==> config.mk <==
export PLATFORM = sky130hd
export DESIGN_NAME = erase_sched
export DESIGN_NICKNAME = d
export VERILOG_FILES = /design/src/rtl/esched_pkg.sv /design/src/rtl/esched_map.sv /design/src/rtl/esched_timer.sv /design/src/rtl/esched_pick.sv /design/src/rtl/erase_sched.sv
export SDC_FILE = /design/constraint.sdc
export NUM_CORES = 1
export LEC_CHECK = 0
export ABC_AREA = 0
export ABC_CLOCK_PERIOD_IN_PS = 10600
export BUFFER_PORTS_ARGS = -buffer_cell sky130_fd_sc_hd__buf_2
export CELL_PAD_IN_SITES_DETAIL_PLACEMENT = 0
export CELL_PAD_IN_SITES_GLOBAL_PLACEMENT = 1
export CORE_MARGIN = 2
export CORE_UTILIZATION = 45
export DETAILED_ROUTE_END_ITERATION = 16
export PLACE_DENSITY = 0.84
export SYNTH_ARGS = -nofsm -noshare
export SYNTH_HDL_FRONTEND = slang
export SYNTH_HIERARCHICAL = 1
export SYNTH_SLANG_ARGS = --single-unit
==> constraint.sdc <==
create_clock -name clk -period 10.6 [get_ports clk]
set_clock_uncertainty 0.15 [all_clocks]
set_input_delay 1.06 -clock clk [delete_from_list [all_inputs] [get_ports clk]]
set_output_delay 1.06 -clock clk [all_outputs]
set_load 0.1 [all_outputs]
==> src/rtl/esched_pkg.sv <==
package esched_pkg;
  localparam int NBLK = 19;
  localparam int IW   = 5;

  typedef enum logic [2:0] {
    S_IDLE, S_ACC, S_HOLD, S_ERASE, S_SUSP
  } esch_st_e;

  // block index from address bits 19..13, bit-field decode
  function automatic logic [IW-1:0] blk_of(input logic top, input logic [6:0] a);
    logic [3:0] hi;
    logic [IW-1:0] r;
    hi = a[6:3];
    if (top) begin
      if (hi != 4'hF) r = {1'b0, hi};
      else begin
        case (a[2:0])
          3'd4:    r = 5'd16;
          3'd5:    r = 5'd17;
          3'd6,
          3'd7:    r = 5'd18;
          default: r = 5'd15;
        endcase
      end
    end else begin
      if (hi != 4'h0) r = {1'b0, hi} + 5'd3;
      else begin
        case (a[2:0])
          3'd0, 3'd1: r = 5'd0;
          3'd2:       r = 5'd1;
          3'd3:       r = 5'd2;
          default:    r = 5'd3;
        endcase
      end
    end
    return r;
  endfunction
endpackage

==> src/rtl/esched_map.sv <==
module esched_map
  import esched_pkg::*;
(
  input  logic          boot_top,
  input  logic [6:0]    addr_hi,
  output logic [IW-1:0] idx
);
  always_comb begin
    idx = blk_of(boot_top, addr_hi);

    map_range_chk: assert (idx < IW'(NBLK));
  end
endmodule

==> src/rtl/esched_timer.sv <==
module esched_timer #(
  parameter int TW = 16
) (
  input  logic          clk,
  input  logic          rst_n,
  input  logic          load,
  input  logic [TW-1:0] load_val,
  output logic          expired
);
  logic [TW-1:0] cnt_q;

  always_ff @(posedge clk or negedge rst_n) begin
    if (!rst_n)           cnt_q <= '0;
    else if (load)        cnt_q <= load_val;
    else if (cnt_q != '0) cnt_q <= cnt_q - 1'b1;
  end

  assign expired = (cnt_q == '0);


  tmr_floor_chk: assert property (@(posedge clk) disable iff (!rst_n)
    (expired && !load) |=> expired);
endmodule

==> src/rtl/esched_pick.sv <==
module esched_pick
  import esched_pkg::*;
#(
  parameter int NB = NBLK
) (
  input  logic [NB-1:0] req,
  output logic          vld,
  output logic [IW-1:0] idx
);
  logic [NB-1:0] oh;

  for (genvar g = 0; g < NB; g++) begin : g_low
    if (g == 0) begin : g_first
      assign oh[g] = req[g];
    end else begin : g_rest
      assign oh[g] = req[g] & ~(|req[g-1:0]);
    end
  end

  always_comb begin
    idx = '0;
    for (int i = 0; i < NB; i++)
      if (oh[i]) idx = idx | IW'(i);
  end

  assign vld = |req;

  always_comb begin

    pick_onehot_chk: assert ($onehot0(oh));
  end
endmodule

==> src/rtl/erase_sched.sv <==
module erase_sched
  import esched_pkg::*;
#(
  parameter int CW       = 16,
  parameter int ACC_CYC  = 64,
  parameter int HOLD_CYC = 200
) (
  input  logic          clk,
  input  logic          rst_n,
  input  logic          boot_top,
  input  logic          blk_erase_req,
  input  logic [6:0]    blk_sel_addr,
  input  logic          chip_erase_req,
  input  logic          suspend_req,
  input  logic          resume_req,
  input  logic [18:0]   prot_mask,
  input  logic          temp_unprot,
  input  logic [CW-1:0] erase_cycles,
  output logic          ready,
  output logic          busy,
  output logic          window_open,
  output logic          erase_active,
  output logic          suspended,
  output logic          all_prot,
  output logic [4:0]    cur_blk,
  output logic [18:0]   pending,
  output logic          done
);
  localparam logic [CW-1:0] ACC_LD  = CW'(ACC_CYC - 1);
  localparam logic [CW-1:0] HOLD_LD = CW'(HOLD_CYC - 1);

  esch_st_e        st_q, st_n;
  logic [NBLK-1:0] pend_q, pend_n;
  logic [IW-1:0]   cur_q, cur_n;
  logic            done_q, done_n;

  logic [NBLK-1:0] eff_prot, req_bit, add_mask, cur_bit, rem, pick_in;
  logic [IW-1:0]   map_idx, pick_idx;
  logic            pick_vld, t_exp, t_load;
  logic [CW-1:0]   t_val, ec_ld;

  // internal events brought out as named wires
  assign eff_prot = temp_unprot ? '0 : prot_mask;
  assign req_bit  = NBLK'(1) << map_idx;
  assign add_mask = req_bit & ~eff_prot;
  assign cur_bit  = NBLK'(1) << cur_q;
  assign rem      = pend_q & ~cur_bit;
  assign ec_ld    = (erase_cycles == '0) ? '0 : erase_cycles - 1'b1;

  always_comb begin
    case (st_q)
      S_IDLE:  pick_in = ~eff_prot;
      S_ERASE: pick_in = rem;
      default: pick_in = pend_q;
    endcase
  end

  esched_map u_map (
    .boot_top (boot_top),
    .addr_hi  (blk_sel_addr),
    .idx      (map_idx)
  );

  esched_pick #(.NB(NBLK)) u_pick (
    .req (pick_in),
    .vld (pick_vld),
    .idx (pick_idx)
  );

  esched_timer #(.TW(CW)) u_tmr (
    .clk      (clk),
    .rst_n    (rst_n),
    .load     (t_load),
    .load_val (t_val),
    .expired  (t_exp)
  );

  always_comb begin
    st_n   = st_q;
    pend_n = pend_q;
    cur_n  = cur_q;
    t_load = 1'b0;
    t_val  = '0;
    done_n = 1'b0;
    case (st_q)
      S_IDLE: begin
        if (chip_erase_req) begin
          pend_n = ~eff_prot;
          t_load = 1'b1;
          if (pick_vld) begin
            st_n  = S_ERASE;
            cur_n = pick_idx;
            t_val = ec_ld;
          end else begin
            st_n  = S_HOLD;
            t_val = HOLD_LD;
          end
        end else if (blk_erase_req) begin
          pend_n = add_mask;
          st_n   = S_ACC;
          t_load = 1'b1;
          t_val  = ACC_LD;
        end
      end
      S_ACC: begin
        if (blk_erase_req) begin
          pend_n = pend_q | add_mask;
          t_load = 1'b1;
          t_val  = ACC_LD;
        end else if (t_exp) begin
          t_load = 1'b1;
          if (pick_vld) begin
            st_n  = S_ERASE;
            cur_n = pick_idx;
            t_val = ec_ld;
          end else begin
            st_n  = S_HOLD;
            t_val = HOLD_LD;
          end
        end
      end
      S_HOLD: begin
        if (t_exp) begin
          st_n   = S_IDLE;
          pend_n = '0;
        end
      end
      S_ERASE: begin
        if (suspend_req) begin
          st_n = S_SUSP;
        end else if (t_exp) begin
          pend_n = rem;
          if (pick_vld) begin
            cur_n  = pick_idx;
            t_load = 1'b1;
            t_val  = ec_ld;
          end else begin
            st_n   = S_IDLE;
            done_n = 1'b1;
          end
        end
      end
      S_SUSP: begin
        if (resume_req) begin
          st_n   = S_ERASE;
          t_load = 1'b1;
          t_val  = ec_ld;
        end
      end
      default: st_n = S_IDLE;
    endcase
  end

  always_ff @(posedge clk or negedge rst_n) begin
    if (!rst_n) begin
      st_q   <= S_IDLE;
      pend_q <= '0;
      cur_q  <= '0;
      done_q <= 1'b0;
    end else begin
      st_q   <= st_n;
      pend_q <= pend_n;
      cur_q  <= cur_n;
      done_q <= done_n;
    end
  end

  assign busy         = (st_q != S_IDLE);
  assign ready        = (st_q == S_IDLE) || (st_q == S_SUSP);
  assign window_open  = (st_q == S_ACC);
  assign erase_active = (st_q == S_ERASE);
  assign suspended    = (st_q == S_SUSP);
  assign all_prot     = (st_q == S_HOLD);
  assign cur_blk      = cur_q;
  assign pending      = pend_q;
  assign done         = done_q;


  no_grow_chk: assert property (@(posedge clk) disable iff (!rst_n)
    erase_active |=> ((pending & ~$past(pending)) == '0));

  susp_ready_chk: assert property (@(posedge clk) disable iff (!rst_n)
    suspended |-> (ready && busy));

  hold_empty_chk: assert property (@(posedge clk) disable iff (!rst_n)
    all_prot |-> (pending == '0));

  cur_live_chk: assert property (@(posedge clk) disable iff (!rst_n)
    erase_active |-> pending[cur_blk]);

  done_idle_chk: assert property (@(posedge clk) disable iff (!rst_n)
    done |-> (pending == '0 && !busy && $past(erase_active)));

  susp_keep_chk: assert property (@(posedge clk) disable iff (!rst_n)
    (suspended && $past(suspended)) |-> ($stable(pending) && $stable(cur_blk)));
endmodule

### Word-level counts from Yosys, hierarchy flattened

Index checks and enable logic that the tools add are counted.

* register bits: 44
* input port bits: 50
* output and inout bits: 31
* word-level logic and storage cells: 183

* add/subtract/negate cells: 3
* equal/unequal tests: 23
* shifts and indexed selects: 2
* muxes and demuxes: 75
* bitwise logic cells: 41
* reductions and logical operators: 34

Operators by type and width (number)
* 16-bit 2-to-1 mux: 11
* 19-bit 2-to-1 mux: 7
* 19-bit case mux with 4 select lines: 1
* 16-bit case mux with 4 select lines: 1
* 5-bit 2-to-1 mux: 11
* 3-bit 2-to-1 mux: 13
* 19-bit AND: 2
* 19-bit NOT: 2
* 19-bit case mux with 2 select lines: 1
* 1-bit by 5-bit << shifter with 19-bit output, first input constant: 2
* 16-bit logical NOT: 2
* 4-bit 2-to-1 mux: 8
* 16-bit by 1-bit subtractor with 16-bit output, second input constant: 2
* 5-bit case mux with 3 select lines: 2
* 19-bit OR: 1
* 19-bit OR reduction: 1
* 1-bit AND: 18
* 1-bit NOT: 18
* 18-bit OR reduction: 1
* 17-bit OR reduction: 1
* 16-bit nonzero test: 1
* 16-bit OR reduction: 1
* 3-bit equality test, second input constant: 5
* 3-bit case mux with 5 select lines: 1
* 35 further kinds: 65

### Depth between registers and ports, before layout

* depth after elaboration: 28
* depth in mapped cells: 17
* depth with buffers taken out: 14

### Cells and area by module

The synthesis kept the hierarchy.

Modules (own cells, without submodules)
* erase_sched: times used 1, cells each 411, area each 2932.8 um^2, sequential area each 700.7 um^2
* esched_timer: times used 1, cells each 108, area each 1022.2 um^2, sequential area each 400.4 um^2
* esched_pick: times used 1, cells each 37, area each 244.0 um^2, sequential area each 0.0 um^2
* esched_map: times used 1, cells each 29, area each 193.9 um^2, sequential area each 0.0 um^2

### Worst setup path before layout

OpenSTA, ideal clock, no wires.

* kind: register -> register
* from: register st_q[1]
* to: register u_tmr.cnt_q[13]
* library setup time: 0.128 ns
* data arrival time: 4.647 ns
* required time: 10.322 ns
* setup slack: 5.675 ns
* cell stages (with the launch flop): 17
* path buffers: 3
* clock period less this slack: 4.925 ns
* cell sequence: dfrtp_1 buf_6 nor2_1 a21oi_1 clkbuf_1 o21ai_0 o21ai_0 nor4_1 and3_1 nand4_1 a31oi_1 nand3_1 clkbuf_1 inv_1 nand2_1 nor4_1 nor3_1

* word-level cells in the longest chain between the ends: 8
* elaborated cells on any way between the ends: 20
* classes of those cells: eq/ne: 3; mux: 14; reduce/logical: 3

Ends and longest elaborated chain
* from (decl): RTL line erase_sched.sv:32 `esch_st_e st_q, st_n;`
* from (signal assigned): RTL line erase_sched.sv:161 `st_q <= st_n;`
* 3-bit by 2-bit equality test with 1-bit output or 3-bit logical NOT (tied branches): RTL line erase_sched.sv:51 `case (st_q)`
* 19-bit case mux with 2 select lines *: RTL line erase_sched.sv:51
* via pick_in[9]: RTL line erase_sched.sv:37 `logic [NBLK-1:0] eff_prot, req_bit, add_mask, cur_bit, rem, pick_in;`
* 19-bit OR reduction *: RTL line esched_pick.sv:26 `assign vld = |req;`
* via pick_vld: RTL line erase_sched.sv:39 `logic pick_vld, t_exp, t_load;`
* 1-bit 2-to-1 mux *: RTL line erase_sched.sv:133 `if (pick_vld) begin`
* 1-bit 2-to-1 mux *: RTL line erase_sched.sv:131 `end else if (t_exp) begin`
* 1-bit 2-to-1 mux *: RTL line erase_sched.sv:129 `if (suspend_req) begin`
* 1-bit case mux with 4 select lines *: RTL line erase_sched.sv:85 `case (st_q)`
* via t_load: RTL line erase_sched.sv:39
* 16-bit 2-to-1 mux or 2-bit nonzero test (tied branches)
* to (signal assigned): RTL line esched_timer.sv:14 `else if (load) cnt_q <= load_val;`
* to (signal assigned): RTL line esched_timer.sv:15 `else if (cnt_q != '0) cnt_q <= cnt_q - 1'b1;`
* to (decl): RTL line esched_timer.sv:10 `logic [TW-1:0] cnt_q;`

Mark *: on every way through the listed nets, which the timed path passes. The rest lies on a longest branch.
A chain may end at the register's enable or synchronous reset.

### Worst setup path in the final report

* from: register st_q[0]
* to: register u_tmr.cnt_q[13]

The elaborated chain is that of the path after synthesis.

==> impl_results.rst <==
.. list-table::
   :header-rows: 1

   * - Metric
     - Value
   * - Status
     - completed
   * - Clk Tree Root Cell
     - sky130_fd_sc_hd__clkbuf_8
   * - Final core occ
     - between 50% and 60%
   * - Period Utilization, post-route
     - between 40% and 50%
   * - Most used flip-flop cell after synthesis
     - sky130_fd_sc_hd__dfrtp_1
   * - Count of routing violations after the opening detailed-route iteration
     - roughly 500
   * - Post-CTS Repair Setup Buffers
     - 0
   * - Share of flip-flops with an asynchronous set or reset after synthesis
     - 100.0%
   * - Static leakage
     - about 2 nW
   * - Top-count cell post-synth
     - sky130_fd_sc_hd__o21ai_0
   * - Hold Crit Depth
     - 2
   * - Area growth syn-to-layout
     - 12.70%
   * - CP Launch Type
     - register
   * - Number of H-tree branching levels
     - 2
   * - Setup violation total in the final timing report
     - 0
   * - Number of top-level pins
     - 81
   * - Inserted Clock Buffers
     - 5
   * - Critical path class
     - reg2reg
   * - Data required time at the worst endpoint
     - 10,640 ps
   * - Capturing element type of the critical path
     - register
   * - Netlist Area Pre-Place
     - roughly 4400 um2
   * - Post-Synthesis Net Count
     - 640
   * - Final GP Congestion
     - around 0.9
   * - Avg Vias per Cell
     - about 6.2
   * - Number of maximum-capacitance violations
     - 0
   * - Cell type with the largest total area after synthesis
     - sky130_fd_sc_hd__dfrtp_1
   * - Hold Vio Cnt, Final
     - 0
   * - Register bit total from synthesis
     - 44
   * - Number of global-route vias before repair
     - between 4,000 and 5,000
   * - Vias
     - about 4,800
   * - Synth top area cells
     - sky130_fd_sc_hd__dfrtp_1, sky130_fd_sc_hd__o21ai_0, sky130_fd_sc_hd__a21oi_1
   * - Number of instances resized during post-cts repair
     - 0
   * - Fraction of post-synthesis cell area in the top cell type by area
     - approximately a quarter
   * - Syn avg cell area
     - 7.509 um2
   * - Worst-path cell chain
     - nand3b_1, inv_2, a21oi_1, buf_4, o21ai_0, o21ai_0, nor4_1, and3_1, nand4_1, a31oi_1, nand3_1, buf_4, inv_1, nand2_1, nor4_1, nor3_1
   * - Total global routing track utilization
     - roughly a quarter
   * - # nets final
     - ~700
   * - Final setup TNS
     - 0 ps
   * - CP Max Fanout
     - 29
   * - Unrepaired setup endpoints after global routing
     - false
   * - Mean routed wirelength per cell
     - ~18 um
   * - Arrival @ worst endpoint
     - 4840 ps
   * - Clock sink count
     - 44
   * - Flop-to-flop setup slack
     - 5810 ps
   * - Cell count after placement
     - 767
   * - Number of standard-cell rows in the floorplan
     - 36
   * - Die extent in y
     - 102.8 um
   * - Cells after Synth
     - 585
   * - P per Cell Area
     - between 300 and 400 nW/um2
   * - Core box area
     - roughly 9600 um2
   * - Count of cell types in the netlist
     - 82
   * - Worst slew slack as a fraction of its limit
     - between 20% and 30%
   * - EDFF count, synth
     - 0
   * - Clock transition time at the flip-flop clock pins of the worst setup and hold paths
     - 90 ps
   * - Reg-to-Reg Start
     - st_q[0]$_DFFE_PN0P_
   * - Deepest clock path buffer count
     - 2
   * - Worst setup slack after placement
     - between 5000 and 6000 ps
   * - Share of final-layout standard cells stronger than drive strength 1
     - around a fifth
   * - Setup ws final
     - ~5800 ps
   * - Number of cells in the finished layout apart from fillers
     - 775
   * - Wire length of the first global-routing pass
     - 22,160 um
   * - Post-synth top cells
     - sky130_fd_sc_hd__o21ai_0, sky130_fd_sc_hd__a21oi_1, sky130_fd_sc_hd__nor2_1, sky130_fd_sc_hd__dfrtp_1, sky130_fd_sc_hd__nand2_1
   * - Slew of the pin with the lowest slew margin
     - 1056 ps
   * - Max IR drop VDD
     - ~0.16 mV
   * - Total wirelength of the detailed-routed design
     - about 14,000 um
   * - Final critical delay including setup and external delays
     - between 4000 and 5000 ps
   * - Antenna violations before repair
     - 0
   * - Post-synthesis sequential area ratio
     - 25.06%
   * - Antenna viol nets, final
     - 0
   * - Total die area
     - between 10,000 and 15,000 um2
   * - TritonCTS clock tree
     - done
   * - DRC errors left
     - 0
   * - Clock latency on the worst-skew pair
     - approximately 310 ps
   * - Aggregate global routing overflow
     - 0
   * - Endpoint of the lowest-slack register-to-register path
     - u_tmr/cnt_q[13]$_DFFE_PN0P_
   * - Number of diodes added for antenna fixing
     - 0
   * - Overall die width
     - 102.8 um
   * - Fill cells
     - approximately 1,000
   * - Maximum number of pins on one net before global-route repair
     - between 40 and 50
   * - Length of the first detailed-routing pass in iterations
     - 5
   * - Destination of the worst hold path
     - pending[13]$_DFFE_PN0P_
   * - Total of hold buffers inserted after clock tree synthesis
     - 0
   * - Worst path max stage delay
     - around 730 ps
   * - Crit-path slowest cell
     - sky130_fd_sc_hd__dfrtp_1
   * - Port bufs
     - 80
   * - Total number of yosys warnings
     - 6
   * - HP Start
     - pending[13]$_DFFE_PN0P_
   * - Min-delay worst type
     - reg2reg
   * - Starting utilization of the core area
     - between 40% and 50%
   * - Final-report max-slew violation count
     - 0
   * - Pwr Total
     - between 1.5 and 2 mW
   * - Worst r2r path cells
     - 16
   * - Maximum clock frequency
     - approximately 210 MHz
   * - HPWL reported at the end of detailed placement
     - 10,140 um
## registers in the layout, summed over array words and instances (netlist names)
signal       count
cur_blk          5
done             1
u_tmr/cnt_q     16
pending         19
st_q             3
## layout by cell type (no fill, tap or decap), types with 8 or more instances in the layout
| master | instances |
|---|---|
| sky130_fd_sc_hd__nand2_1 | 34 |
| sky130_fd_sc_hd__o31ai_1 | 10 |
| sky130_fd_sc_hd__o311ai_1 | 10 |
| sky130_fd_sc_hd__inv_1 | 24 |
| sky130_fd_sc_hd__nor2_1 | 54 |
| sky130_fd_sc_hd__a31oi_1 | 13 |
| sky130_fd_sc_hd__nor3_1 | 14 |
| sky130_fd_sc_hd__nor2b_1 | 30 |
| sky130_fd_sc_hd__o211ai_1 | 10 |
| sky130_fd_sc_hd__o21ai_0 | 75 |
| sky130_fd_sc_hd__buf_2 | 80 |
| sky130_fd_sc_hd__a21oi_1 | 68 |
| sky130_fd_sc_hd__nand3_1 | 8 |
| sky130_fd_sc_hd__dfrtp_1 | 44 |
| sky130_fd_sc_hd__xnor2_1 | 12 |
## cells by family after synthesis
kind of cell,synth area share (%)
compound gates,34.01
xor+xnor,3.788
fa+ha+maj,1.424
buf+inv,5.782
flops,25.06
mux,1.937
simple gates,28.00
## through the flow
step	cell area, um2	hold slack (ps)
2_1_floorplan	4393	415.3
3_3_place_gp	4830	367.3
3_5_place_dp	4830	377.2
4_1_cts	4951	398.0
5_1_grt	4951	418.0
6_report	4951	400.4
## critical path, delay by kind of cell (launching register included)
| family | cells | cell delay (ps) |
|---|---|---|
| and+or+nand+nor | 8 | 2070 |
| buffers and inverters | 4 | 940 |
| DFF | 1 | 730 |
| AOI/OAI and AO/OA | 4 | 760 |
## layer usage
| metal | share of wire, % | GRT usage [%] | routed length [um] | up-vias |
|---|---|---|---|---|
| met2 | 44 | 40.12 | 6118 | 220 |
| li1 | - | - | - | 2278 |
| met4 | 0.97 | 6.680 | 134 | 0 |
| met1 | 47 | 39.37 | 6418 | 2260 |
| met5 | 0 | 0 | 0 | - |
| met3 | 8.0 | 4.407 | 1102 | 12 |
## how the worst max path moves through the flow
stage                   startpoint                     endpoint  slack, ps  depth (start not counted)
2_1_floorplan  st_q[1]$_DFFE_PN0P_  u_tmr/cnt_q[13]$_DFFE_PN0P_       5680                         16
3_3_place_gp   st_q[0]$_DFFE_PN0P_  u_tmr/cnt_q[13]$_DFFE_PN0P_       6170                         16
3_5_place_dp   st_q[0]$_DFFE_PN0P_  u_tmr/cnt_q[13]$_DFFE_PN0P_       5970                         16
4_1_cts        st_q[0]$_DFFE_PN0P_  u_tmr/cnt_q[13]$_DFFE_PN0P_       5930                         16
5_1_grt        st_q[0]$_DFFE_PN0P_  u_tmr/cnt_q[13]$_DFFE_PN0P_       5320                         16
6_report       st_q[0]$_DFFE_PN0P_  u_tmr/cnt_q[13]$_DFFE_PN0P_       5810                         16
## power by group
part	internal [mW]	switching, mW
clock network	0.0772	0.0662
registers	0.244	0.114
logic	0.351	0.915
## layout make-up
cell class              count  area (um2)  area share [%]
clock inverters             2       38.79          0.7834
clock buffers               6       82.58           1.668
repair buffers             84       430.4           8.693
inverters                  25       93.84           1.895
well taps                 133       166.4           3.361
flip-flops and latches     44        1101           22.24
multi-input cells         481        3038           61.36
Note: power is estimated with default switching activity, not from simulation.
